### config.mk
export PLATFORM = sky130hd
export DESIGN_NAME = frag_rx
export DESIGN_NICKNAME = d
export VERILOG_FILES = /design/src/rtl/frag_rx_pkg.sv /design/src/rtl/frag_crc16.sv /design/src/rtl/frag_rx_ctrl.sv /design/src/rtl/frag_rx.sv
export SDC_FILE = /design/constraint.sdc
export NUM_CORES = 1
export LEC_CHECK = 0
export BUFFER_PORTS_ARGS = -buffer_cell sky130_fd_sc_hd__buf_2
export CORE_MARGIN = 4
export CORE_UTILIZATION = 52
export CTS_BUF_LIST = sky130_fd_sc_hd__clkbuf_16
export DETAILED_ROUTE_END_ITERATION = 10
export HOLD_SLACK_MARGIN = 0.08
export PLACE_DENSITY = 0.84
export RECOVER_POWER = 100
export SLEW_MARGIN = 20
export SYNTH_ARGS = -nofsm -noshare
export SYNTH_HDL_FRONTEND = slang
export SYNTH_HIERARCHICAL = 1
export SYNTH_SLANG_ARGS = --single-unit
export TNS_END_PERCENT = 5
### constraint.sdc
create_clock -name clk_i -period 4.4 [get_ports clk_i]
set_input_delay 0.44 -clock clk_i [delete_from_list [all_inputs] [get_ports clk_i]]
set_output_delay 0.44 -clock clk_i [all_outputs]
set_load 0.005 [all_outputs]
### src/rtl/frag_rx_pkg.sv
package frag_rx_pkg;
  localparam int WORD_W   = 64;
  localparam int MARK_LO  = 60;
  localparam int LENF_LO  = 32;
  localparam int LENF_W   = 24;
  localparam int CRCF_LO  = 16;
  localparam int CRC_W    = 16;
  localparam logic [3:0] HDR_MARK = 4'h5;
  localparam logic [3:0] TRL_MARK = 4'hA;

  typedef struct packed {
    logic [23:0] trig;
    logic [11:0] bx;
    logic [11:0] src;
  } frag_id_t;

  typedef enum logic {ST_IDLE, ST_OPEN} rx_state_e;
endpackage

### src/rtl/frag_crc16.sv
module frag_crc16 #(
  parameter int          DW   = 64,
  parameter int          CW   = 16,
  parameter logic [15:0] POLY = 16'h1021
) (
  input  logic [CW-1:0] crc_i,
  input  logic [DW-1:0] data_i,
  output logic [CW-1:0] crc_o
);
  logic [CW-1:0] c;
  logic          fb;

  // bit-serial update unrolled over the word, MSB first
  always_comb begin
    c  = crc_i;
    fb = 1'b0;
    for (int i = DW - 1; i >= 0; i--) begin
      fb = c[CW-1] ^ data_i[i];
      c  = {c[CW-2:0], 1'b0};
      if (fb) c = c ^ POLY[CW-1:0];
    end
    crc_o = c;
  end
endmodule

### src/rtl/frag_rx_ctrl.sv
module frag_rx_ctrl
  import frag_rx_pkg::*;
#(
  parameter int          LEN_W    = 24,
  parameter logic [15:0] CRC_POLY = 16'h1021,
  parameter logic [15:0] CRC_SEED = 16'hFFFF
) (
  input  logic              clk_i,
  input  logic              rst_ni,
  input  logic              take_i,
  input  logic              ctrl_i,
  input  logic [WORD_W-1:0] data_i,
  output logic              fwd_o,
  output logic              sof_o,
  output logic              eof_o,
  output logic              done_o,
  output frag_id_t          id_o,
  output logic              len_err_o,
  output logic              crc_err_o,
  output logic              trl_err_o,
  output logic              framing_o
);
  rx_state_e          state_q, state_d;
  logic [LEN_W-1:0]   cnt_q, cnt_d;
  logic [CRC_W-1:0]   crc_q, crc_d, crc_base, crc_nxt;
  frag_id_t           id_q, id_d, hdr_id;
  logic [WORD_W-1:0]  crc_word;
  logic               is_hdr, is_trl;
  logic               done_d, len_d, crce_d, trl_d, fr_d;
  logic [LEN_W-1:0]   len_rx;
  logic [CRC_W-1:0]   crc_rx;
  logic               unused_bits;

  assign is_hdr  = ctrl_i && (data_i[WORD_W-1:MARK_LO] == HDR_MARK);
  assign is_trl  = ctrl_i && (data_i[WORD_W-1:MARK_LO] == TRL_MARK);
  assign hdr_id  = '{trig: data_i[55:32], bx: data_i[31:20], src: data_i[19:8]};
  assign len_rx  = LEN_W'(data_i[LENF_LO+LENF_W-1:LENF_LO]);
  assign crc_rx  = data_i[CRCF_LO+CRC_W-1:CRCF_LO];
  assign unused_bits = ^{data_i[59:56], data_i[7:0]};

  always_comb begin
    crc_word = data_i;
    if (is_trl) crc_word[CRCF_LO+CRC_W-1:CRCF_LO] = '0;
  end
  assign crc_base = is_hdr ? CRC_SEED : crc_q;

  frag_crc16 #(.DW(WORD_W), .CW(CRC_W), .POLY(CRC_POLY)) u_crc (
    .crc_i (crc_base),
    .data_i(crc_word),
    .crc_o (crc_nxt)
  );

  always_comb begin
    state_d = state_q;
    cnt_d   = cnt_q;
    crc_d   = crc_q;
    id_d    = id_q;
    fwd_o   = 1'b0;
    sof_o   = 1'b0;
    eof_o   = 1'b0;
    done_d  = 1'b0;
    len_d   = 1'b0;
    crce_d  = 1'b0;
    trl_d   = 1'b0;
    fr_d    = 1'b0;
    if (take_i) begin
      unique case (state_q)
        ST_IDLE: begin
          if (is_hdr) begin
            fwd_o   = 1'b1;
            sof_o   = 1'b1;
            state_d = ST_OPEN;
            cnt_d   = LEN_W'(1);
            crc_d   = crc_nxt;
            id_d    = hdr_id;
          end else begin
            fr_d = 1'b1;
          end
        end
        ST_OPEN: begin
          if (is_hdr) begin
            // previous fragment lost its trailer
            fwd_o  = 1'b1;
            sof_o  = 1'b1;
            done_d = 1'b1;
            trl_d  = 1'b1;
            cnt_d  = LEN_W'(1);
            crc_d  = crc_nxt;
            id_d   = hdr_id;
          end else if (is_trl) begin
            fwd_o   = 1'b1;
            eof_o   = 1'b1;
            done_d  = 1'b1;
            len_d   = (cnt_q + LEN_W'(1)) != len_rx;
            crce_d  = crc_nxt != crc_rx;
            state_d = ST_IDLE;
          end else if (ctrl_i) begin
            fr_d = 1'b1;
          end else begin
            fwd_o = 1'b1;
            cnt_d = cnt_q + LEN_W'(1);
            crc_d = crc_nxt;
          end
        end
        default: state_d = ST_IDLE;
      endcase
    end
  end

  always_ff @(posedge clk_i or negedge rst_ni) begin
    if (!rst_ni) begin
      state_q   <= ST_IDLE;
      cnt_q     <= '0;
      crc_q     <= CRC_SEED;
      id_q      <= '0;
      id_o      <= '0;
      done_o    <= 1'b0;
      len_err_o <= 1'b0;
      crc_err_o <= 1'b0;
      trl_err_o <= 1'b0;
      framing_o <= 1'b0;
    end else begin
      state_q   <= state_d;
      cnt_q     <= cnt_d;
      crc_q     <= crc_d;
      id_q      <= id_d;
      done_o    <= done_d;
      framing_o <= fr_d;
      if (done_d) begin
        id_o      <= id_q;
        len_err_o <= len_d;
        crc_err_o <= crce_d;
        trl_err_o <= trl_d;
      end
    end
  end

  a_r9_trl_err_alone: assert property (@(posedge clk_i) disable iff (!rst_ni)
    (done_o && trl_err_o) |-> (!len_err_o && !crc_err_o));
  a_r8_framing_not_done: assert property (@(posedge clk_i) disable iff (!rst_ni)
    framing_o |-> !done_o);
  a_r5_open_counts_header: assert property (@(posedge clk_i) disable iff (!rst_ni)
    (state_q == ST_OPEN) |-> (cnt_q != '0));
  a_r4_done_one_cycle: assert property (@(posedge clk_i) disable iff (!rst_ni)
    (done_o && !trl_err_o) |=> !done_o || trl_err_o || !$past(take_i));
endmodule

### src/rtl/frag_rx.sv
module frag_rx
  import frag_rx_pkg::*;
#(
  parameter int          LEN_W    = 24,
  parameter logic [15:0] CRC_POLY = 16'h1021,
  parameter logic [15:0] CRC_SEED = 16'hFFFF
) (
  input  logic        clk_i,
  input  logic        rst_ni,
  input  logic        in_valid_i,
  input  logic        in_ctrl_i,
  input  logic [63:0] in_data_i,
  output logic        in_read_o,
  output logic        out_valid_o,
  input  logic        out_ready_i,
  output logic [63:0] out_data_o,
  output logic        out_sof_o,
  output logic        out_eof_o,
  output logic        frag_done_o,
  output logic [23:0] frag_trig_o,
  output logic [11:0] frag_bx_o,
  output logic [11:0] frag_src_o,
  output logic        frag_len_err_o,
  output logic        frag_crc_err_o,
  output logic        frag_trl_err_o,
  output logic        framing_err_o
);
  logic     fwd, sof, eof;
  frag_id_t id;

  // pop only when the single output slot can take the word
  assign in_read_o = in_valid_i && (!out_valid_o || out_ready_i);

  frag_rx_ctrl #(.LEN_W(LEN_W), .CRC_POLY(CRC_POLY), .CRC_SEED(CRC_SEED)) u_ctrl (
    .clk_i    (clk_i),
    .rst_ni   (rst_ni),
    .take_i   (in_read_o),
    .ctrl_i   (in_ctrl_i),
    .data_i   (in_data_i),
    .fwd_o    (fwd),
    .sof_o    (sof),
    .eof_o    (eof),
    .done_o   (frag_done_o),
    .id_o     (id),
    .len_err_o(frag_len_err_o),
    .crc_err_o(frag_crc_err_o),
    .trl_err_o(frag_trl_err_o),
    .framing_o(framing_err_o)
  );

  assign frag_trig_o = id.trig;
  assign frag_bx_o   = id.bx;
  assign frag_src_o  = id.src;

  always_ff @(posedge clk_i or negedge rst_ni) begin
    if (!rst_ni) begin
      out_valid_o <= 1'b0;
      out_data_o  <= '0;
      out_sof_o   <= 1'b0;
      out_eof_o   <= 1'b0;
    end else if (in_read_o && fwd) begin
      out_valid_o <= 1'b1;
      out_data_o  <= in_data_i;
      out_sof_o   <= sof;
      out_eof_o   <= eof;
    end else if (out_ready_i) begin
      out_valid_o <= 1'b0;
    end
  end

  a_r2_hold_while_stalled: assert property (@(posedge clk_i) disable iff (!rst_ni)
    (out_valid_o && !out_ready_i) |=> (out_valid_o && $stable(out_data_o)
                                       && $stable(out_sof_o) && $stable(out_eof_o)));
  a_r1_no_read_when_full: assert property (@(posedge clk_i) disable iff (!rst_ni)
    (out_valid_o && !out_ready_i) |-> !in_read_o);
  a_r3_sof_eof_excl: assert property (@(posedge clk_i) disable iff (!rst_ni)
    out_valid_o |-> !(out_sof_o && out_eof_o));
  a_r4_eof_with_done: assert property (@(posedge clk_i) disable iff (!rst_ni)
    (frag_done_o && !frag_trl_err_o) |-> (out_valid_o && out_eof_o));
  a_r9_sof_with_trl_err: assert property (@(posedge clk_i) disable iff (!rst_ni)
    (frag_done_o && frag_trl_err_o) |-> (out_valid_o && out_sof_o));
endmodule

==> results of run 1 <==
-- metrics by stage --
stage	cells	cell area (um^2)	setup slack, ns
2_1_floorplan	1006	12300	-0.279
3_3_place_gp	1584	14300	-0.665
3_5_place_dp	1584	14300	-0.746
4_1_cts	1629	15100	-0.123
5_1_grt	1647	15300	-0.442
6_report	1647	15300	-0.343
-- cells in the final DEF (no fill, tap or decap), types with 28 or more instances in the layout --
cell      count
xor2_1       52
xnor2_1      92
mux2_2       92
mux2_1       33
dfrtp_1     193
clkbuf_1     72
xnor2_2      28
nand2_1     171
o21ai_0      35
buf_4       125
buf_2       116
-- worst max-delay path by stage --
stage,end,slack (ns),start
final,u_ctrl/crc_err_o,-0.34,in_data_i[61]
after global placement,u_ctrl/crc_err_o,-0.66,in_data_i[63]
after detailed placement,u_ctrl/crc_err_o,-0.75,in_data_i[63]
after floorplan,u_ctrl/crc_err_o,-0.28,in_data_i[63]
after global routing,u_ctrl/crc_err_o,-0.44,in_data_i[61]
after CTS,u_ctrl/crc_err_o,-0.12,in_data_i[63]
-- what timing repair did --
| action | in CTS | in global routing |
|---|---|---|
| setup endpoints to repair | 1 | 1 |
| hold buffers | 1 | 0 |
| endpoints found under the hold margin | 85 | 0 |
| pin swaps | 1 | 39 |
| gates cloned | 0 | 0 |
| resized for setup | 5 | 45 |
| setup buffers | 0 | 18 |
-- logic make-up (layout without fill, tap and decap cells) --
logic type,Yosys count,after routing,synth area share
compound gates,74,74,0.0365
mux,135,135,0.138
buf+inv,48,376,0.0238
xor+xnor,246,246,0.252
flops,209,209,0.434
fa+ha+maj,1,1,0.00103
simple gates,293,293,0.115
-- synthesized netlist by cell type (5+ instances only) --
cell | number | area (um^2)
clkbuf_1 | 23 | 86.3
xor2_2 | 6 | 97.6
o21ai_0 | 36 | 180
nor2_1 | 22 | 82.6
and2_1 | 24 | 150
buf_4 | 6 | 45.0
nand3_1 | 11 | 55.1
o31ai_1 | 11 | 82.6
mux2_4 | 40 | 601
and3_1 | 7 | 43.8
nand2_1 | 173 | 649
nor4_1 | 5 | 31.3
mux2_2 | 92 | 1040
xor2_1 | 60 | 526
nand2b_1 | 19 | 119
buf_12 | 5 | 100
nand4_1 | 7 | 43.8
nor2b_1 | 5 | 31.3
dfrtp_1 | 193 | 4830
a21oi_1 | 10 | 50.1
xor3_1 | 13 | 309
inv_1 | 6 | 22.5
xnor3_1 | 32 | 721
xnor2_2 | 9 | 146
buf_1 | 5 | 18.8
xnor2_1 | 117 | 1020
dfstp_2 | 16 | 420
-- layer usage --
layer,part of all wire,up-vias
met5,0.00032,-
li1,-,3993
met4,0.031,2
met1,0.40,4403
met3,0.059,75
met2,0.51,333
-- area by class of cell --
| type | instances | share of cell area |
|---|---|---|
| multi-input cells | 749 | 0.450 |
| flip-flops and latches | 209 | 0.343 |
| repair buffers | 326 | 0.125 |
| clock buffers | 25 | 0.0409 |
| well taps | 313 | 0.0256 |
| clock inverters | 19 | 0.0142 |
| inverters | 6 | 0.00147 |
-- critical path: stages --
cell and delay (ns):
buf_2 0.12, nor4bb_4 0.35, nand2_2 0.16, buf_6 0.18
nand2b_4 0.08, xor2_2 0.16, xnor3_2 0.50, xor2_2 0.21
buf_4 0.14, xor3_2 0.39, buf_4 0.15, xor3_1 0.38
xnor2_2 0.16, xor3_2 0.47, buf_6 0.17, xnor2_4 0.15
xnor2_2 0.23, xor2_1 0.09, nor4_1 0.26, nand4_1 0.13
a22o_1 0.21
-- state kept, by name (all words and copies together) (netlist names) --
register,flops
out_sof_o,1
u_ctrl/done_o,1
u_ctrl/id_o,48
out_valid_o,1
u_ctrl/id_q,48
u_ctrl/len_err_o,1
u_ctrl/state_q,1
out_eof_o,1
u_ctrl/trl_err_o,1
out_data_o,64
u_ctrl/crc_err_o,1
u_ctrl/crc_q,16
u_ctrl/framing_o,1
u_ctrl/cnt_q,24
==> results by stage, run 1 <==
STA:
- The minimum period implied by the final worst setup slack is roughly 4.7 ns.
- The number of hold-slack violations in the final timing report came to 0.
- The number of endpoints failing setup at the final stage is 1.
- The final hold slack is 0.174 ns.
- The max-slew violation count came to 362.
- For the pin with the worst max-slew slack, the measured transition is a little over 3 ns.
- The timing-limited maximum frequency is roughly 210 MHz.
- After routing, the total negative slack on setup checks comes to -0.343 ns.
- Setup repair after global routing could not meet its margin everywhere.
- The ratio of final minimum period to clock period is 1.08.
- Clock skew on the completed layout was measured at around 0.013 ns.
- Measured against its own limit, the worst slew margin works out to -1.08.
- The final critical-path setup slack is -0.343 ns.

Min path:
- The path category of the worst min-delay check is in2reg.
- The worst hold path terminates at out_valid_o.
- The worst hold path begins at in_valid_i.
- The worst hold path depth is 3.

Cells and area:
- For this run, the share of the core covered by cells in the final layout is 0.672.
- Registers take approximately 5300 um^2.
- The layout net count is about 1400.
- The diode insertion count for antenna repair is 0.
- Compared with the post-synthesis result, the final layout area differs by 26.6%.
- The share of cells above drive strength 1 is 0.367.
- The multi-input combinational cell area is 6890 um^2.
- The number of fillers in the final layout is ~1700.

GRT:
- For this run, the total global-route usage over all layers was measured as 0.255.
- In the global route stage, met2 resource usage came out at 0.459.
- Global routing finished with a remaining overflow of 0.
- met2 is the most crowded layer.
- Entering global routing, the biggest net connects roughly 130 pins.
- The via count of the first global-routing pass came to 9122.
- The initial antenna violation count is 1.
- The global routing usage on met1 is 0.322.
- For this run, global-route usage on met3 was measured as 0.0336.
- The first global-routing pass estimated around 52000 um of wire.

CTS:
- Counting along the longest clock path gives a buffer depth of 3.
- TritonCTS built the clock tree.
- The number of levels the H-tree was split into is 1.
- The clock tree root buffer cell is clkbuf_16.
- The clock insertion delay at the later pin of the skew report is roughly 0.52 ns.
- For this design, the sink count on the clock tree is between 200 and 250.
- Clock-pin slew was measured on the worst setup and hold paths at ~0.06 ns.
- Buffers inserted during clock tree synthesis total 24.

Yosys:
- For this run, the leading register cell type out of synthesis is dfrtp_1.
- The number of synthesized flops with an enable pin is 0.
- The number of storage elements in the synthesis netlist is 209.
- The net count of the mapped netlist is around 1100.
- The total of warnings raised by yosys is 6.
- After synthesis the cells add up to roughly 12000 um^2.
- A synthesized cell averages between 10 and 15 um^2.
- The gate count after technology mapping is between 1000 and 1500.
- Of the synthesized area, sequential elements account for 0.434.
- The netlist uses a little over 60 different library cells.
- Of all flip-flops after synthesis, the portion carrying an async set or reset was 1.00.

Job:
- Across the run, the number of max-cap violations was 6.

Critical path:
- The category of the worst setup path launch point is an input port.
- For flop-to-flop paths, the worst setup slack is -0.18 ns.
- The signal arrival time at the worst endpoint is between 5 and 6 ns.
- STA puts the critical path data required time at 4.80 ns.
- The depth of the worst register-to-register path is 16.
- The endpoint of the most critical register-to-register path is u_ctrl/crc_err_o.
- The reg-to-reg critical path startpoint is u_ctrl/crc_q[11].
- The category of the worst setup path capture point is a flip-flop.
- The largest fanout on the critical path is 10.
- The worst setup path category is in2reg.

Route:
- The first routing iteration left ~610 violations.
- After detailed routing, the number of vias per cell comes to 5.35.
- Dividing the detail-routed wire length by the instance count gives 20.9 um.
- The number of nets with antenna violations after detailed routing is 0.
- The iteration count of the initial detailed-routing pass is 5.
- The final layout contains routed wiring with a total length of 34400 um.
- The DRC violation count after routing is 0.
- The total number of vias is a little under 9000.

Outcome:
- The final reports fail on capacitance limit, slew limit, setup timing.
- The run finished, with violations left.

Placed design:
- The count of buffers added on input and output ports is 189.
- The HPWL after detailed placement is ~24000 um.
- At the end of routability-driven placement, the weighted congestion stood at around 0.9.

Floorplan:
- In this run the core area contains 55 standard-cell rows.
- The die is ~160 um wide.
- Pin placement for this block handled 190 I/O pins.
- The core region is 22800 um^2.
- The y dimension of the die is about 160 um.
- For this configuration, the core starts out at a cell density of 0.531.
- The floorplan step defined a die boundary enclosing between 20000 and 30000 um^2.
Power of run 1 is not shown: default switching activity piles up to over one toggle a cycle in this logic, so the estimate is an artifact.
==> inputs of run 2 (changes only) <==
--- a/config.mk
+++ b/config.mk
@@ -7,11 +7,11 @@
 export LEC_CHECK = 0
 export BUFFER_PORTS_ARGS = -buffer_cell sky130_fd_sc_hd__buf_2
 export CORE_MARGIN = 4
-export CORE_UTILIZATION = 52
+export CORE_UTILIZATION = 40
 export CTS_BUF_LIST = sky130_fd_sc_hd__clkbuf_16
 export DETAILED_ROUTE_END_ITERATION = 10
 export HOLD_SLACK_MARGIN = 0.08
-export PLACE_DENSITY = 0.84
+export PLACE_DENSITY = 0.69
 export RECOVER_POWER = 100
 export SLEW_MARGIN = 20
 export SYNTH_ARGS = -nofsm -noshare
==> run 2 against run 1 <==
Effect of this change: the flow still finishes with violations (capacitance limit, slew limit, setup timing); cell count increased by 5.0%; register-to-register slack about the same; sequential share of layout area increased by 0.55 points; die area increased by 28%; worst setup slack improved by 0.11 ns; clock-buffer cell count decreased by 1; core utilization decreased by 17 points; sequential cell count unchanged; routed wire length decreased by 1.6%; fmax increased by 2.5%; global-route usage decreased by 5.2 points; first-iteration DRC count decreased by 24%.
==> results by stage, run 2 (synthesized netlist as in run 1, its figures left out) <==
Critical path:
- The signal arrival time at the worst endpoint is 5.04 ns (-0.10 ns).
- The worst setup path category is in2reg.
- The kind of cell with the highest combined delay on the critical path is XOR/XNOR gates.
- The largest individual stage delay along the critical path comes from the cell xor3_1.
- The minimum setup slack among reg-to-reg paths came to -0.18 ns (about the same).
- The category of the worst setup path capture point is a flip-flop.
- The largest stage delay on the critical path is 0.51 ns (about the same).
- The signal on the critical path passes through buf_2 -> nor4bb_4 -> nand2_2 -> buf_12 -> nand2b_4 -> xnor2_4 -> buf_4 -> xor3_1 -> buf_4 -> xor2_4 -> xor3_1 -> xnor3_1 -> xnor3_1 -> xor3_2 -> buf_4 -> xnor2_2 -> xnor2_2 -> xor2_1 -> nor4_1 -> nand4_1 -> a22o_1.
- The number of cells on the critical path was 21 (unchanged).
- The worst register-to-register path ends at u_ctrl/crc_err_o.
- The depth of the worst register-to-register path was 17 (+1).
- Counting stages on the worst path, the most repeated cell is buf_4.
- The largest fanout on the critical path is 16 (+6).
- The category of the worst setup path launch point is an input port.
- The data required time at the worst endpoint is 4.82 ns (+0.02 ns).
- In this run the critical register-to-register path is launched from u_ctrl/crc_q[14].
- The buffer and inverter count on the worst path is 5 (unchanged).

GRT:
- The initial antenna violation count came to 1 (unchanged).
- The all-layer global routing usage is 0.204 (-0.0516).
- The total congestion overflow after global routing is 0 (unchanged).
- The first-pass GRT wire length was 53000 um (+2.5%).
- The largest net degree at the start of global routing is 89 (-29%).
- The via count of the first global-routing pass is 9071 (-0.56%).

Route:
- The number of vias per cell is 4.97 (-7.0%).
- The routed wirelength normalized by instance count is 19.5 um (-6.3%).
- The total number of vias came to 8599 (-2.4%).
- The DRC violation total after the first TritonRoute iteration was 462 (-24%).
- The iteration count of the initial detailed-routing pass is 5 (unchanged).
- The DRC violation count after routing is 0 (unchanged).
- The number of nets with antenna violations after detailed routing is 0 (unchanged).
- The routed wire length is 33800 um (-1.6%).

Job:
- The count of max-cap constraint violations is 4 (-2).

Min path:
- The startpoint of the most critical hold path is in_data_i[0].
- The worst hold path terminates at out_data_o[0].
- The worst hold path depth is 2 (-1).
- The path category of the worst min-delay check is in2reg.

STA:
- The ratio of final minimum period to clock period came to 1.05 (-0.0261).
- Setup repair after global routing could not meet its margin everywhere.
- The max-slew violation count is 228 (-37%).
- The slew of the pin with the lowest slew margin is 2.02 ns (-1.07 ns).
- The headroom to the max-slew limit is -0.347 (+0.729).
- The timing-limited maximum frequency is 216 MHz (+2.5%).
- The final critical-path setup slack was -0.228 ns (+0.115 ns).
- The final setup skew is 0.0154 ns (+0.00216 ns).
- The number of hold-slack violations in the final timing report was 0 (unchanged).
- The minimum period implied by the final worst setup slack is 4.63 ns (-0.115 ns).
- The number of endpoints failing setup at the final stage is 1 (unchanged).

Placed design:
- The number of port buffers is 189 (unchanged).
- The weighted congestion at the end of routability-driven global placement is 0.907 (+1.3%).
- The number of placed instances, taps included is 1665 (+5.1%).
- The HPWL after detailed placement is 25400 um (+4.1%).

Floorplan:
- The width of the die is 182 um (+13%).
- The initial core utilization is 0.407 (-0.124).
- The core region area came to 29700 um^2 (+30%).
- The y dimension of the die is 182 um (+13%).
- The number of placement rows was 63 (+15%).
- The I/O pin count is 190 (unchanged).
- The die footprint is 33100 um^2 (+28%).

Cells and area:
- The most common library cell in the layout ignoring fill and taps is dfrtp_1.
- The core occupancy in the finished layout was 0.507 (-0.165).
- The multi-input combinational cell area is 6670 um^2 (-3.2%).
- The sequential cell area was 5250 um^2 (unchanged).
- The flip-flop count of the largest register after layout is 64 (unchanged).
- The share of cells above drive strength 1 is 0.339 (-0.0283).
- The count of placed standard cells in the final layout, fillers left out came to 1730 (+5.0%).
- The number of fillers in the final layout is 2692 (+57%).
- In the layout the commonest cells are dfrtp_1, nand2_1, buf_4.
- The largest registers in the layout are out_data_o x64, u_ctrl/id_o x48, u_ctrl/id_q x48.
- The layout net count came to 1392 (+0.43%).
- The register with the most flip-flops is out_data_o.
- Compared with the post-synthesis result, the final layout area differs by 24.6%.

CTS:
- The clock-pin slew reported for the worst setup and hold paths after clock tree synthesis is 0.06 ns (about the same).
- The number of levels the H-tree was split into is 1 (unchanged).
- The number of CTS-inserted buffers is 24 (unchanged).
- The deepest clock path buffer count was 3 (unchanged).
- In this run the clock root is driven by a clkbuf_16.
- The CTS tree is built.
- The total number of clock tree sinks is 209 (unchanged).
- The clock insertion delay at the later pin of the skew report was 0.53 ns (about the same).

Outcome:
- The final reports fail on capacitance limit, slew limit, setup timing.
- The run finished, with violations left.
run 2: cell count changes in the layout (fill, tap and decap cells not counted), moves of 5 or more:
cell,change
buf_6,-6
mux2_1,+7
buf_4,+10
xnor2_1,+11
xor2_1,+5
xnor2_2,-8
mux2_4,-7
bufinv_16,-5
run 2: worst max path at each step:
stage	slack, ns	end	start
final	-0.23	u_ctrl/crc_err_o	in_data_i[61]
after global routing	-0.39	u_ctrl/crc_err_o	in_data_i[61]
after CTS	-0.17	u_ctrl/crc_err_o	in_data_i[61]
after detailed placement	-0.81	u_ctrl/crc_err_o	in_data_i[63]
after global placement	-0.78	u_ctrl/crc_err_o	in_data_i[62]
after floorplan	-0.28	u_ctrl/crc_err_o	in_data_i[63]
run 2: cell type report:
type                    count  area share
repair buffers            332       0.129
well taps                 390      0.0324
inverters                   6     0.00149
multi-input cells         749       0.443
clock buffers              24      0.0398
diodes                      1    0.000166
flip-flops and latches    209       0.348
clock inverters            19     0.00581
run 2: layer usage:
metal  up-vias  track usage  part of all wire
met5         -            0                 0
met4         0       0.0576             0.027
met3        63       0.0335             0.049
met2       224        0.354              0.50
met1      4290        0.264              0.42
li1       4022            -                 -
run 2: what timing repair did:
item                                    4_1_cts  5_1_grt
pin swaps                                    26        0
hold endpoints to repair                     60        0
buffers inserted                             19        0
endpoints found under the setup margin        1        1
hold buffers                                  1        0
gates cloned                                  0        0
gates resized for setup                      18        1
run 2: stage by stage:
stage / hold WS [ns] / setup TNS, ns / cell area (um^2) / worst slack, ns
5_1_grt: 0.158 / -0.386 / 15100 / -0.386
2_1_floorplan: 0.144 / -0.279 / 12300 / -0.279
3_5_place_dp: 0.446 / -2.86 / 14400 / -0.807
6_report: 0.173 / -0.228 / 15100 / -0.228
3_3_place_gp: 0.443 / -2.48 / 14400 / -0.778
4_1_cts: 0.148 / -0.168 / 15400 / -0.168
Power of run 2 is left out for the same reason.
==> inputs of run 3 (changes only) <==
--- a/config.mk
+++ b/config.mk
@@ -6,6 +6,7 @@
 export NUM_CORES = 1
 export LEC_CHECK = 0
 export BUFFER_PORTS_ARGS = -buffer_cell sky130_fd_sc_hd__buf_2
+export CORE_ASPECT_RATIO = 1.1
 export CORE_MARGIN = 4
 export CORE_UTILIZATION = 40
 export CTS_BUF_LIST = sky130_fd_sc_hd__clkbuf_16
@@ -18,4 +19,4 @@
 export SYNTH_HDL_FRONTEND = slang
 export SYNTH_HIERARCHICAL = 1
 export SYNTH_SLANG_ARGS = --single-unit
-export TNS_END_PERCENT = 5
+export TNS_END_PERCENT = 100
==> run 3 against run 2 <==
Effect of this change: the flow still finishes with violations (capacitance limit, slew limit, setup timing); sequential share of layout area hardly changed; clock-buffer cell count is 1 higher; critical endpoint unchanged; largest cell class unchanged; worst setup slack worse by 0.023 ns; register-to-register slack hardly changed; worst hold slack worse by 0.016 ns; global-route usage is 0.21 points lower; via count is 0.97% lower.
==> results by stage, run 3 (synthesized netlist as in run 1, its figures left out) <==
Cells and area:
- The share of cells above drive strength 1 is 0.343 (+0.00408).
- In the layout the commonest cells are dfrtp_1, nand2_1, buf_4.
- The core occupancy in the finished layout was 0.506 (-0.000698).
- The final design area excluding fillers is 15100 um^2 (-0.10%).
- The layout net count is 1378 (-1.0%).
- Leaving out fill and tap cells, the most frequent cell in the layout is dfrtp_1.
- The layout-stage area growth over the synthesis result is 24.4%.
- The register with the most flip-flops is out_data_o.
- The largest registers in the layout are out_data_o x64, u_ctrl/id_o x48, u_ctrl/id_q x48.
- The flip-flop count of the largest register after layout was 64 (unchanged).
- The count of placed standard cells in the final layout, fillers left out is 1700 (-1.7%).
- The diode insertion count for antenna repair came to 0 (-1).

STA:
- The number of endpoints failing setup at the final stage is 1 (unchanged).
- The minimum period implied by the final worst setup slack is 4.65 ns (+0.0228 ns).
- The max-slew violation count is 212 (-7.0%).
- The final critical-path setup slack is -0.251 ns (-0.0228 ns).
- Setup repair after global routing could not meet its margin everywhere.
- The ratio of final minimum period to clock period is 1.06 (+0.00518).
- The headroom to the max-slew limit is -1.01 (-0.661).
- The number of hold-slack violations in the final timing report is 0 (unchanged).
- The timing-limited maximum frequency is 215 MHz (-0.49%).
- The slew of the pin with the lowest slew margin is 3.01 ns (+0.992 ns).
- The final setup skew is 0.0145 ns (-0.000895 ns).

GRT:
- The initial antenna violation count is 1 (unchanged).
- The all-layer global routing usage is 0.202 (-0.00208).
- The first-pass GRT wire length was 52400 um (-1.1%).
- The largest net degree at the start of global routing is 121 (+36%).
- The total congestion overflow after global routing came to 0 (unchanged).
- The via count of the first global-routing pass is 8852 (-2.4%).

Job:
- The count of max-cap constraint violations was 3 (-1).

Floorplan:
- The core region area is 29700 um^2 (about the same).
- The width of the die is 174 um (-4.4%).
- The die footprint is 33100 um^2 (about the same).
- The initial core utilization is 0.407 (about the same).
- The I/O pin count is 190 (unchanged).
- The number of placement rows came to 66 (+4.8%).
- The y dimension of the die is 190 um (+4.7%).

CTS:
- The number of CTS-inserted buffers was 24 (unchanged).
- The total number of clock tree sinks is 209 (unchanged).
- The deepest clock path buffer count is 3 (unchanged).
- TritonCTS built the clock tree.
- The number of levels the H-tree was split into came to 1 (unchanged).
- The clock-pin slew reported for the worst setup and hold paths after clock tree synthesis came to 0.06 ns (about the same).
- The clock tree root buffer cell is clkbuf_16.
- The clock insertion delay at the later pin of the skew report is 0.52 ns (about the same).

Outcome:
- The flow ran to the end, but the final reports show violations.
- The checks that failed: capacitance limit, slew limit, setup timing.

Placed design:
- The number of port buffers is 189 (unchanged).
- The HPWL after detailed placement is 25500 um (+0.59%).
- The number of placed instances, taps included is 1652 (-0.78%).
- The placement-stage cell area is 14400 um^2 (-0.16%).
- The weighted congestion at the end of routability-driven global placement is 0.912 (+0.54%).

Critical path:
- The category of the worst setup path capture point is a flip-flop.
- The category of the worst setup path launch point is an input port.
- The critical path in this run is classified as in2reg.
- The beginning of the critical path is in_data_i[61].
- The signal arrival time at the worst endpoint is 5.05 ns (about the same).
- The depth of the worst register-to-register path is 14 (-3).
- The endpoint of the most critical register-to-register path is u_ctrl/crc_err_o.
- The minimum setup slack among reg-to-reg paths is -0.18 ns (about the same).
- The reg-to-reg critical path startpoint is u_ctrl/crc_q[14].
- The data required time at the worst endpoint came to 4.79 ns (-0.03 ns).
- The largest fanout on the critical path came to 7 (-9).

Min path:
- The worst hold path belongs to the class in2reg.
- The endpoint of the worst hold path is out_valid_o.
- The startpoint identified for the worst hold timing path is in_valid_i.
- The worst hold path depth is 3 (+1).

Route:
- The number of vias per cell is 5.01 (+0.78%).
- The routed wirelength normalized by instance count is 19.9 um (+1.8%).
- The total number of vias was 8516 (-0.97%).
- The DRC violation count after routing was 0 (unchanged).
- The DRC violation total after the first TritonRoute iteration is 431 (-6.7%).
- The number of nets with antenna violations after detailed routing is 0 (unchanged).
- The iteration count of the initial detailed-routing pass is 5 (unchanged).
- The routed wire length is 33800 um (about the same).
## run 3: cell types whose count changed in the layout (fill, tap and decap cells not counted), moves of 5 or more
cell	delta
xnor2_2	+6
inv_1	-5
buf_2	-5
clkbuf_1	+7
buf_4	-15
xnor2_1	-5
## run 3: area by class of cell
type | instances | area [um^2]
fillers | 2702 | 14700
repair buffers | 318 | 1810
clock buffers | 25 | 626
flip-flops and latches | 209 | 5250
clock inverters | 19 | 166
well taps | 374 | 468
multi-input cells | 749 | 6720
inverters | 6 | 22.5
## run 3: worst max-delay path, stage by stage
cell and delay (ns):
buf_2 0.12, nor4bb_4 0.37, nand2_2 0.18, buf_12 0.18
nand2b_1 0.07, xor2_1 0.17, buf_4 0.16, xnor2_4 0.12
xnor3_1 0.47, xor3_1 0.42, xor3_2 0.44, xnor2_2 0.20
xor3_2 0.58, xnor2_4 0.28, xnor2_1 0.20, xor2_1 0.10
nor4_1 0.20, nand4_1 0.14, a22o_1 0.20
## run 3: how the worst max path moves through the flow
stage                             to  cells after the start
floorplan           u_ctrl/crc_err_o                     17
global placement    u_ctrl/crc_err_o                     19
detailed placement  u_ctrl/crc_err_o                     20
CTS                 u_ctrl/crc_err_o                     19
global route        u_ctrl/crc_err_o                     19
finish              u_ctrl/crc_err_o                     19
## run 3: per-layer routing
layer,vias to the layer above,track usage,routed length [um]
met2,209,0.361,17500
li1,3983,-,-
met3,52,0.0301,1590
met1,4270,0.261,14000
met4,2,0.0448,675
met5,-,0,7
## run 3: timing repair
| action | in CTS | in global routing |
|---|---|---|
| pin swaps | 7 | 5 |
| hold buffers | 1 | 0 |
| hold endpoints to repair | 52 | 0 |
| resized for setup | 12 | 14 |
| setup endpoints to repair | 1 | 1 |
| gates cloned | 0 | 0 |
| buffers inserted | 3 | 0 |
## run 3: stage by stage
stage	TNS [ns]	setup slack (ns)	hold WS, ns
floorplan	-0.279	-0.279	0.144
global placement	-4.09	-0.822	0.443
detailed placement	-4.65	-0.837	0.448
CTS	-0.209	-0.209	0.162
global route	-0.383	-0.383	0.167
finish	-0.251	-0.251	0.157
Power of run 3 is left out for the same reason.
